### src/rtl/excite_pkg.sv
package excite_pkg;

   // Clock divider for frequency code k: frequencies are spaced linearly
   // between f_lo and f_hi over 'steps' intervals, result rounded half-up.
   function automatic int unsigned div_for_code(
      input longint unsigned clk_hz,
      input longint unsigned n_samp,
      input longint unsigned f_lo,
      input longint unsigned f_hi,
      input longint unsigned steps,
      input longint unsigned k);
      longint unsigned num;
      num = f_lo * steps + k * (f_hi - f_lo);
      return int'((2 * clk_hz * steps + n_samp * num) / (2 * n_samp * num));
   endfunction

   // Integer sine approximation, rational form over a half period,
   // odd-symmetric about the half-period point.
   function automatic int sine_point(input int idx, input int n_samp, input int amp);
      int half, j, t, den, v;
      half = n_samp / 2;
      j    = idx % half;
      t    = j * (half - j);
      den  = 5 * half * half - 4 * t;
      v    = (amp * 16 * t + den / 2) / den;
      return (idx % n_samp >= half) ? -v : v;
   endfunction

endpackage

### src/rtl/excite_div_rom.sv
module excite_div_rom #(
   parameter int unsigned CLK_HZ    = 16_000_000,
   parameter int unsigned N_SAMPLES = 64,
   parameter int unsigned F_MIN_HZ  = 10_000,
   parameter int unsigned F_MAX_HZ  = 20_000,
   parameter int unsigned SEL_W     = 4,
   parameter int unsigned DIV_W     = 5
) (
   input  logic [SEL_W-1:0] code_i,
   output logic [DIV_W-1:0] div_o
);
   localparam int unsigned N_CODES = 2 ** SEL_W;

   logic [DIV_W-1:0] div_tab [N_CODES];

   for (genvar k = 0; k < N_CODES; k++) begin : g_code
      assign div_tab[k] = DIV_W'(excite_pkg::div_for_code(
         CLK_HZ, N_SAMPLES, F_MIN_HZ, F_MAX_HZ, N_CODES - 1, k));
   end

   assign div_o = div_tab[code_i];
endmodule

### src/rtl/excite_sine_rom.sv
module excite_sine_rom #(
   parameter int unsigned N_SAMPLES    = 64,
   parameter int unsigned SAMPLE_W     = 12,
   parameter bit          QUARTER_WAVE = 1'b1
) (
   input  logic [$clog2(N_SAMPLES)-1:0] idx_i,
   output logic signed [SAMPLE_W-1:0]   val_o
);
   localparam int unsigned IDX_W = $clog2(N_SAMPLES);
   localparam int          AMP   = 2 ** (SAMPLE_W - 1) - 1;
   localparam int unsigned QTR   = N_SAMPLES / 4;

   if (QUARTER_WAVE) begin : g_quarter
      localparam logic [IDX_W-2:0] QTR_IDX = (IDX_W-1)'(QTR);
      logic signed [SAMPLE_W-1:0] q_tab [QTR + 1];
      logic [IDX_W-2:0]           q_pos;
      logic [IDX_W-2:0]           q_fold;
      logic signed [SAMPLE_W-1:0] mag;

      for (genvar i = 0; i <= QTR; i++) begin : g_ent
         assign q_tab[i] = SAMPLE_W'(excite_pkg::sine_point(i, N_SAMPLES, AMP));
      end

      assign q_pos  = idx_i[IDX_W-2:0];
      assign q_fold = (q_pos > QTR_IDX) ? ((~q_pos) + 1'b1) : q_pos;
      assign mag    = q_tab[q_fold];
      assign val_o  = idx_i[IDX_W-1] ? -mag : mag;
   end else begin : g_full
      logic signed [SAMPLE_W-1:0] f_tab [N_SAMPLES];

      for (genvar i = 0; i < N_SAMPLES; i++) begin : g_ent
         assign f_tab[i] = SAMPLE_W'(excite_pkg::sine_point(i, N_SAMPLES, AMP));
      end

      assign val_o = f_tab[idx_i];
   end
endmodule

### src/rtl/excite_rate_timer.sv
module excite_rate_timer #(
   parameter int unsigned DIV_W = 5
) (
   input  logic             clk,
   input  logic             rst,
   input  logic [DIV_W-1:0] div_i,
   output logic             tick_o
);
   logic [DIV_W-1:0] cnt_q;

   // A divider change only lands on a tick edge, where the count restarts.
   assign tick_o = (cnt_q >= div_i - 1'b1);

   always_ff @(posedge clk) begin
      if (rst)         cnt_q <= '0;
      else if (tick_o) cnt_q <= '0;
      else             cnt_q <= cnt_q + 1'b1;
   end
endmodule

### src/rtl/sine_excite_gen.sv
module sine_excite_gen #(
   parameter int unsigned CLK_HZ       = 16_000_000,
   parameter int unsigned N_SAMPLES    = 64,
   parameter int unsigned SAMPLE_W     = 12,
   parameter int unsigned SEL_W        = 4,
   parameter int unsigned F_MIN_HZ     = 10_000,
   parameter int unsigned F_MAX_HZ     = 20_000,
   parameter bit          QUARTER_WAVE = 1'b1
) (
   input  logic                       clk,
   input  logic                       rst,
   input  logic [SEL_W-1:0]           freq_sel_i,
   output logic signed [SAMPLE_W-1:0] sample_o,
   output logic                       sample_vld_o,
   output logic                       peak_pos_o,
   output logic                       peak_neg_o
);
   localparam int unsigned IDX_W   = $clog2(N_SAMPLES);
   localparam int unsigned N_CODES = 2 ** SEL_W;
   localparam int unsigned DIV_HI  = excite_pkg::div_for_code(
      CLK_HZ, N_SAMPLES, F_MIN_HZ, F_MAX_HZ, N_CODES - 1, 0);
   localparam int unsigned DIV_LO  = excite_pkg::div_for_code(
      CLK_HZ, N_SAMPLES, F_MIN_HZ, F_MAX_HZ, N_CODES - 1, N_CODES - 1);
   localparam int unsigned DIV_W   = $clog2(DIV_HI + 1);
   localparam logic [IDX_W-1:0] POS_IDX  = IDX_W'(N_SAMPLES / 4);
   localparam logic [IDX_W-1:0] NEG_IDX  = IDX_W'(3 * N_SAMPLES / 4);
   localparam logic [IDX_W-1:0] LAST_IDX = IDX_W'(N_SAMPLES - 1);

   if (N_SAMPLES < 8 || (N_SAMPLES & (N_SAMPLES - 1)) != 0) begin : g_bad_depth
      $error("N_SAMPLES must be a power of two of at least 8");
   end
   if (F_MAX_HZ <= F_MIN_HZ) begin : g_bad_span
      $error("F_MAX_HZ must exceed F_MIN_HZ");
   end
   if (DIV_LO < 2) begin : g_bad_div
      $error("clock too slow for the highest frequency code");
   end
   if (SAMPLE_W < 4) begin : g_bad_width
      $error("SAMPLE_W too narrow");
   end

   logic [SEL_W-1:0]           code_q;
   logic [IDX_W-1:0]           idx_q;
   logic [DIV_W-1:0]           div_cur;
   logic                       tick;
   logic signed [SAMPLE_W-1:0] rom_val;

   excite_div_rom #(
      .CLK_HZ(CLK_HZ), .N_SAMPLES(N_SAMPLES), .F_MIN_HZ(F_MIN_HZ),
      .F_MAX_HZ(F_MAX_HZ), .SEL_W(SEL_W), .DIV_W(DIV_W)
   ) u_div_rom (
      .code_i(code_q),
      .div_o (div_cur)
   );

   excite_rate_timer #(.DIV_W(DIV_W)) u_timer (
      .clk   (clk),
      .rst   (rst),
      .div_i (div_cur),
      .tick_o(tick)
   );

   excite_sine_rom #(
      .N_SAMPLES(N_SAMPLES), .SAMPLE_W(SAMPLE_W), .QUARTER_WAVE(QUARTER_WAVE)
   ) u_sine_rom (
      .idx_i(idx_q),
      .val_o(rom_val)
   );

   always_ff @(posedge clk) begin
      if (rst) begin
         idx_q        <= '0;
         code_q       <= '0;
         sample_o     <= '0;
         sample_vld_o <= 1'b0;
         peak_pos_o   <= 1'b0;
         peak_neg_o   <= 1'b0;
      end else begin
         sample_vld_o <= tick;
         peak_pos_o   <= tick && (idx_q == POS_IDX);
         peak_neg_o   <= tick && (idx_q == NEG_IDX);
         if (tick) begin
            sample_o <= rom_val;
            idx_q    <= idx_q + 1'b1;
            if (idx_q == LAST_IDX) code_q <= freq_sel_i;
         end
      end
   end
endmodule

### config.mk
export PLATFORM = sky130hd
export DESIGN_NAME = sine_excite_gen
export DESIGN_NICKNAME = d
export VERILOG_FILES = /design/src/rtl/excite_pkg.sv /design/src/rtl/excite_div_rom.sv /design/src/rtl/excite_sine_rom.sv /design/src/rtl/excite_rate_timer.sv /design/src/rtl/sine_excite_gen.sv
export SDC_FILE = /design/constraint.sdc
export NUM_CORES = 1
export LEC_CHECK = 0
export CORE_AREA = 2 2 75 77
export DETAILED_ROUTE_END_ITERATION = 6
export DIE_AREA = 0 0 77 79
export HOLD_SLACK_MARGIN = 0.02
export PLACE_DENSITY = 0.69
export SLEW_MARGIN = 10
export SYNTH_ARGS = -nofsm -noshare
export SYNTH_HDL_FRONTEND = slang
export SYNTH_SLANG_ARGS = --single-unit
### constraint.sdc
create_clock -name clk -period 4.45 [get_ports clk]
set_input_delay 1.335 -clock clk [delete_from_list [all_inputs] [get_ports clk]]
set_output_delay 1.335 -clock clk [all_outputs]
set_load 0.02 [all_outputs]
==> results of run 1 <==
cells by family (layout without fill, tap and decap cells):
group / count (synthesis) / after routing / share of synthesized area
AO/OA/AOI/OAI: 87 / 87 / 0.239
multiplexers: 12 / 12 / 0.0480
adder cells (fa/ha/maj): 21 / 21 / 0.103
flip-flops: 30 / 30 / 0.235
AND/OR/NAND/NOR: 131 / 131 / 0.274
XOR/XNOR: 13 / 13 / 0.0475
buffers and inverters: 31 / 46 / 0.0529
metal layers:
layer	wire, um	up-vias
li1	-	1224
met1	2910	1143
met2	3000	68
met3	301	13
met4	129	0
met5	0	-
where the power goes:
part           leakage (nW)  switching (mW)  internal (mW)
Combinational         0.812         0.00873        0.00861
Sequential            0.242         0.00231          0.271
Clock                0.0579           0.106          0.164
final cells by class:
cell class | count | area [um2]
well taps | 72 | 90.1
flip-flops and latches | 30 | 601
multi-input cells | 264 | 1820
clock inverters | 3 | 40.0
repair buffers | 25 | 238
inverters | 13 | 48.8
fillers | 524 | 2430
clock buffers | 5 | 68.8
worst max-delay path by stage:
stage,startpoint,endpoint
final,idx_q[1]$_SDFFE_PP0P_,sample_o[9]$_SDFFE_PP0P_
after CTS,idx_q[1]$_SDFFE_PP0P_,sample_o[9]$_SDFFE_PP0P_
after global placement,idx_q[1]$_SDFFE_PP0P_,sample_o[9]$_SDFFE_PP0P_
after detailed placement,idx_q[1]$_SDFFE_PP0P_,sample_o[9]$_SDFFE_PP0P_
after floorplan,idx_q[0]$_SDFFE_PP0P_,sample_o[4]$_SDFFE_PP0P_
after global routing,idx_q[1]$_SDFFE_PP0P_,sample_o[9]$_SDFFE_PP0P_
registers in the layout, indices dropped and copies added, names as in the netlist:
name / flops
peak_pos_o: 1
peak_neg_o: 1
sample_o: 12
sample_vld_o: 1
idx_q: 6
u_timer.cnt_q: 5
code_q: 4
cell usage in the layout, fill, tap and decap left out, types with 4 or more instances in the layout:
cell type	Yosys	layout
o21a_1	5	5
dfxtp_1	30	30
a31oi_1	5	5
a211oi_1	4	4
ha_1	21	21
nor2_1	33	33
or3_1	4	4
inv_1	11	11
nor4_1	5	5
o21ai_0	23	23
xor2_1	5	5
nand4_1	4	4
mux2i_1	10	10
nor3_1	8	8
clkbuf_8	0	5
xnor2_1	7	7
clkdlybuf4s50_1	0	20
buf_4	0	5
nand2_1	31	31
nor3b_1	4	4
nand3_1	7	7
nand2b_1	9	9
and3_1	4	4
a21oi_1	14	14
o211ai_1	5	5
cell usage after synthesis (all sizes together) (3+ instances only):
cell / count
dfxtp: 30
o21a: 5
nand2b: 9
nor2: 34
or2: 3
or3: 6
o211ai: 5
nor2b: 3
a211oi: 5
nand2: 32
nand3: 7
nor3b: 4
mux2i: 10
nor3: 9
a31oi: 5
inv: 12
nor4: 5
o32ai: 3
o31ai: 3
buf: 7
and3: 4
xor2: 5
o21ai: 23
clkbuf: 11
nand4: 4
ha: 21
xnor2: 8
a21oi: 14
worst reg2reg max path, cell delays in order (launching register included):
cell      delay (ns)
dfxtp_1         0.43
inv_1           0.17
ha_1            0.42
or3b_4          0.45
a211oi_4        0.36
ha_1            0.34
nand2_1         0.08
o21ai_0         0.08
a211oi_1        0.36
a211oi_1        0.12
o21ai_0         0.60
nor3_1          0.19
a311oi_1        0.31
stage by stage:
stage / setup WS (ns) / hold slack, ns / cells
after floorplan: 1.10 / 0.430 / 325
final: 0.456 / 0.456 / 412
after global routing: 0.141 / 0.497 / 412
after global placement: 0.608 / 0.449 / 404
after detailed placement: 0.544 / 0.455 / 404
after CTS: 0.462 / 0.464 / 412
==> out/qor.yml, run 1 <==
synth_area_mm2: 0.00255
r2r_cells: 12
grt_util_met1: 0.272
syn_nets: 352
die-area_mm2: 0.00608
via_per_inst: 5.94
rsz0062_at_grt: "false"
cts_resized: 0
drive_gt1_frac: 0.0912
hold_class: "reg2reg"
peakVddDrop_mv: 0.183
drv_cap: 0
fin_skew_ns: 0.00553
crit_path_max_incr_delay_ns: 0.60
drt_wl_total_um: 6350
crit_fanout: 14
cts_made_buffers: 5
worst-path-stages: 12
fp.coreArea_mm2: 0.00534
worstPathRequired_ns: 4.65
p_leak_nw: 1.11
synth_top_cell_area_share: 0.235
worst_setup_path_start_kind: "flip-flop"
ys_async_sr_fraction: 0
final_hold_viol_count: 0
grt_usage: 0.218
hold-path-cell-count: 2
gr-total-overflow: 0
period_minus_slack_ns: 3.99
cts_max_level: 2
place_congestion: 0.951
antenna_found_initial: 0
die_w_um: 77
clk_pin_slew_worst_paths_ns: 0.07
first_pass_iters: 6
critPathTopFamily: "compound AO/OA/AOI/OAI gates"
synth_edf_count: 0
drv_slew: 0
cts_tree: "yes"
cp_num_buf_inv: 1
io_pins: 21
postLayoutCellArea_mm2: 0.00291
met2_usage: 0.372
fin_crit_sh: 0.898
die_y_um: 79
synth-main-ff-cell: "dfxtp_1"
syn_avg_cell_area_um2: 7.86
synth_warnings: 0
maxSlewHeadroom: 0.526
hp-start: "sample_o[2]$_SDFFE_PP0P_"
slowest_stage: "o21ai_0"
diodes: 0
syn_to_final_growth_pct: 13.9
outcome: "complete, no violations"
path_cells: "inv_1, ha_1, or3b_4, a211oi_4, ha_1, nand2_1, o21ai_0, a211oi_1, a211oi_1, o21ai_0, nor3_1, a311oi_1"
yosysUniqueCellTypes: 63
cts_max_path_buffers: 2
wl_per_cell_um: 15.4
synth_seq_area_share: 0.235
end_kind: "flip-flop"
placed_area_mm2: 0.00280
setup_viol: 0
synth.area.top_cells: "dfxtp_1 (24%), ha_1 (10%), nor2_1 (4.9%)"
io_buffers: 20
final_util: 0.545
max_freq_ghz: 0.250
drc: 0
cts.hold.buffers_added: 0
cp.arrival_ns: 4.19
start_util: 0.478
syn_inst: 325
rr_startpoint: "idx_q[1]$_SDFFE_PP0P_"
post_cts_buffers: 0
reg2reg_slack_ns: 0.46
clock_sinks: 30
path_class: "reg2reg"
r2r_end: "sample_o[9]$_SDFFE_PP0P_"
yosys.area.top_type: "dfxtp_1"
drtIter0Drc: 211
holdPathEnd: "sample_o[2]$_SDFFE_PP0P_"
clock-root-buffer: "clkbuf_8"
vias: 2448
worstMarginPinSlew_ns: 0.703
grt_max_degree: 19
setup_tns_ns: 0
grt.busiest_layer: "met2"
antenna_left: 0
grt_util_met3: 0.0489
finalPower_uw: 561
clkLatencyLatePin_ns: 0.28
powerDensity_mw_per_mm2: 193
ys_ff_latch: 30
grt_pass1_wl_um: 10600
grt_pass1_vias: 2189
num_rows: 27
num-nets-final: 366
dp.final_hpwl_um: 4660
Note: power is estimated with default switching activity, not from simulation.
==> run 2, diff against run 1 <==
Settings changed: CORE_AREA 2 2 75 77 to 2 2 69 71, DIE_AREA 0 0 77 79 to 0 0 71 73, PLACE_DENSITY 0.69 to 0.79.
==> out/qor.yml, run 2 (synthesis gave the netlist of run 1 again) <==
drv_slew: 0
clkPwrFrac: 0.422
top_register: "sample_o"
worstMarginPinSlew_ns: 0.669
postLayoutCellArea_mm2: 0.00286
grt_pass1_wl_um: 10800
r2r_end: "sample_o[9]$_SDFFE_PP0P_"
fin_cells: 392
vias: 2495
cts_tree: "yes"
first_pass_iters: 5
r2r_cells: 12
drt_wl_total_um: 6500
worstPathRequired_ns: 4.63
placed_area_mm2: 0.00278
io_buffers: 20
cts_resized: 0
die_w_um: 71
path_class: "reg2reg"
clock-root-buffer: "clkbuf_8"
worst_setup_path_start_kind: "flip-flop"
die_y_um: 73
cts.hold.buffers_added: 0
drc: 0
via_per_inst: 6.36
cts_max_level: 2
rr_startpoint: "idx_q[0]$_SDFFE_PP0P_"
cts_made_buffers: 5
p_comb_frac: 0.037
final_common_cell: "nor2_1"
holdPathEnd: "sample_o[2]$_SDFFE_PP0P_"
clkLatencyLatePin_ns: 0.27
fin_crit_sh: 0.884
p_int_uw: 399
setup_viol: 0
syn_to_final_growth_pct: 12.0
post_cts_buffers: 0
wl_per_cell_um: 16.6
diodes: 0
hold_class: "reg2reg"
hp-start: "sample_o[2]$_SDFFE_PP0P_"
switching_share: 0.210
fin_skew_ns: 0.00413
fp.coreArea_mm2: 0.00454
p_sw_uw: 106
crit_fanout: 14
gr-total-overflow: 0
cp.arrival_ns: 4.11
grt_pass1_vias: 2272
peakVddDrop_mv: 0.156
top_regs: "sample_o x12, idx_q x6, u_timer.cnt_q x5"
grt_usage: 0.256
rsz0062_at_grt: "false"
post-place-cells: 386
antenna_found_initial: 0
final_cell_mix: "nor2_1 (33), nand2_1 (31), dfxtp_1 (30)"
drv_cap: 0
final_hold_viol_count: 0
io_pins: 21
finalPower_uw: 505
setup_tns_ns: 0
num-nets-final: 366
hold-path-cell-count: 2
max_freq_ghz: 0.254
hold_ws_ns: 0.462
dp.final_hpwl_um: 4730
reg2reg_slack_ns: 0.52
start_util: 0.563
clock_sinks: 30
powerDensity_mw_per_mm2: 176
drtIter0Drc: 159
p_leak_nw: 1.10
antenna_left: 0
clk_pin_slew_worst_paths_ns: 0.06
cts_max_path_buffers: 2
end_kind: "flip-flop"
die-area_mm2: 0.00518
grt_max_degree: 20
power_frac_seq: 0.542
drive_gt1_frac: 0.0858
place_congestion: 0.996
largest_reg_flops: 12
outcome: "complete, no violations"
fillers: 390
period_minus_slack_ns: 3.93
maxSlewHeadroom: 0.549
num_rows: 25
-- run 2: changes by cell type in the layout (fill, tap and decap cells not counted), sizes merged --
cell,delta
bufinv,-1
clkbuf,+1
clkinv,-2
-- run 2: layer usage --
metal | global-route usage | wire [um] | vias to the layer above
li1 | - | - | 1210
met1 | 0.326 | 2820 | 1175
met2 | 0.432 | 3130 | 90
met3 | 0.0387 | 339 | 20
met4 | 0.107 | 214 | 0
met5 | 0 | 0 | -
-- run 2: final cells by class --
type,count,area (um2),area share
sequential,30,601,0.210
multi-input combinational,264,1820,0.637
inverter,13,48.8,0.0171
timing repair buffer,25,238,0.0831
clock buffer,6,82.6,0.0289
tap,54,67.6,0.0236
-- run 2: worst max-delay path, cell delays in order, from the launching register on --
cell and delay, ns:
dfxtp_1 0.45, inv_1 0.26, ha_1 0.45, or3b_4 0.44
a211oi_4 0.33, ha_1 0.34, nand2_1 0.08, o21ai_0 0.09
a211oi_1 0.34, a211oi_1 0.11, o21ai_0 0.50, nor3_1 0.16
a311oi_1 0.29
-- run 2: worst max path at each step --
stage          depth (start not counted)                        to                   from
6_report                              12  sample_o[9]$_SDFFE_PP0P_  idx_q[0]$_SDFFE_PP0P_
5_1_grt                               12  sample_o[7]$_SDFFE_PP0P_  idx_q[0]$_SDFFE_PP0P_
4_1_cts                               12  sample_o[9]$_SDFFE_PP0P_  idx_q[0]$_SDFFE_PP0P_
3_5_place_dp                          12  sample_o[9]$_SDFFE_PP0P_  idx_q[0]$_SDFFE_PP0P_
3_3_place_gp                          12  sample_o[9]$_SDFFE_PP0P_  idx_q[0]$_SDFFE_PP0P_
2_1_floorplan                         14  sample_o[4]$_SDFFE_PP0P_  idx_q[0]$_SDFFE_PP0P_
-- run 2: through the flow --
| stage | worst slack (ns) | util |
|---|---|---|
| finish | 0.517 | 0.631 |
| floorplan | 1.10 | - |
| detailed placement | 0.596 | 0.612 |
| global route | 0.154 | 0.631 |
| global placement | 0.697 | 0.612 |
| CTS | 0.565 | 0.631 |
-- run 2: power groups by stage --
stage	sequential [mW]	clock, mW	combinational [mW]
global route	0.274	0.227	0.0201
global placement	0.279	0	0.0172
finish	0.273	0.213	0.0184
floorplan	0.279	0	0.00964
detailed placement	0.279	0	0.0183
CTS	0.273	0.217	0.0184
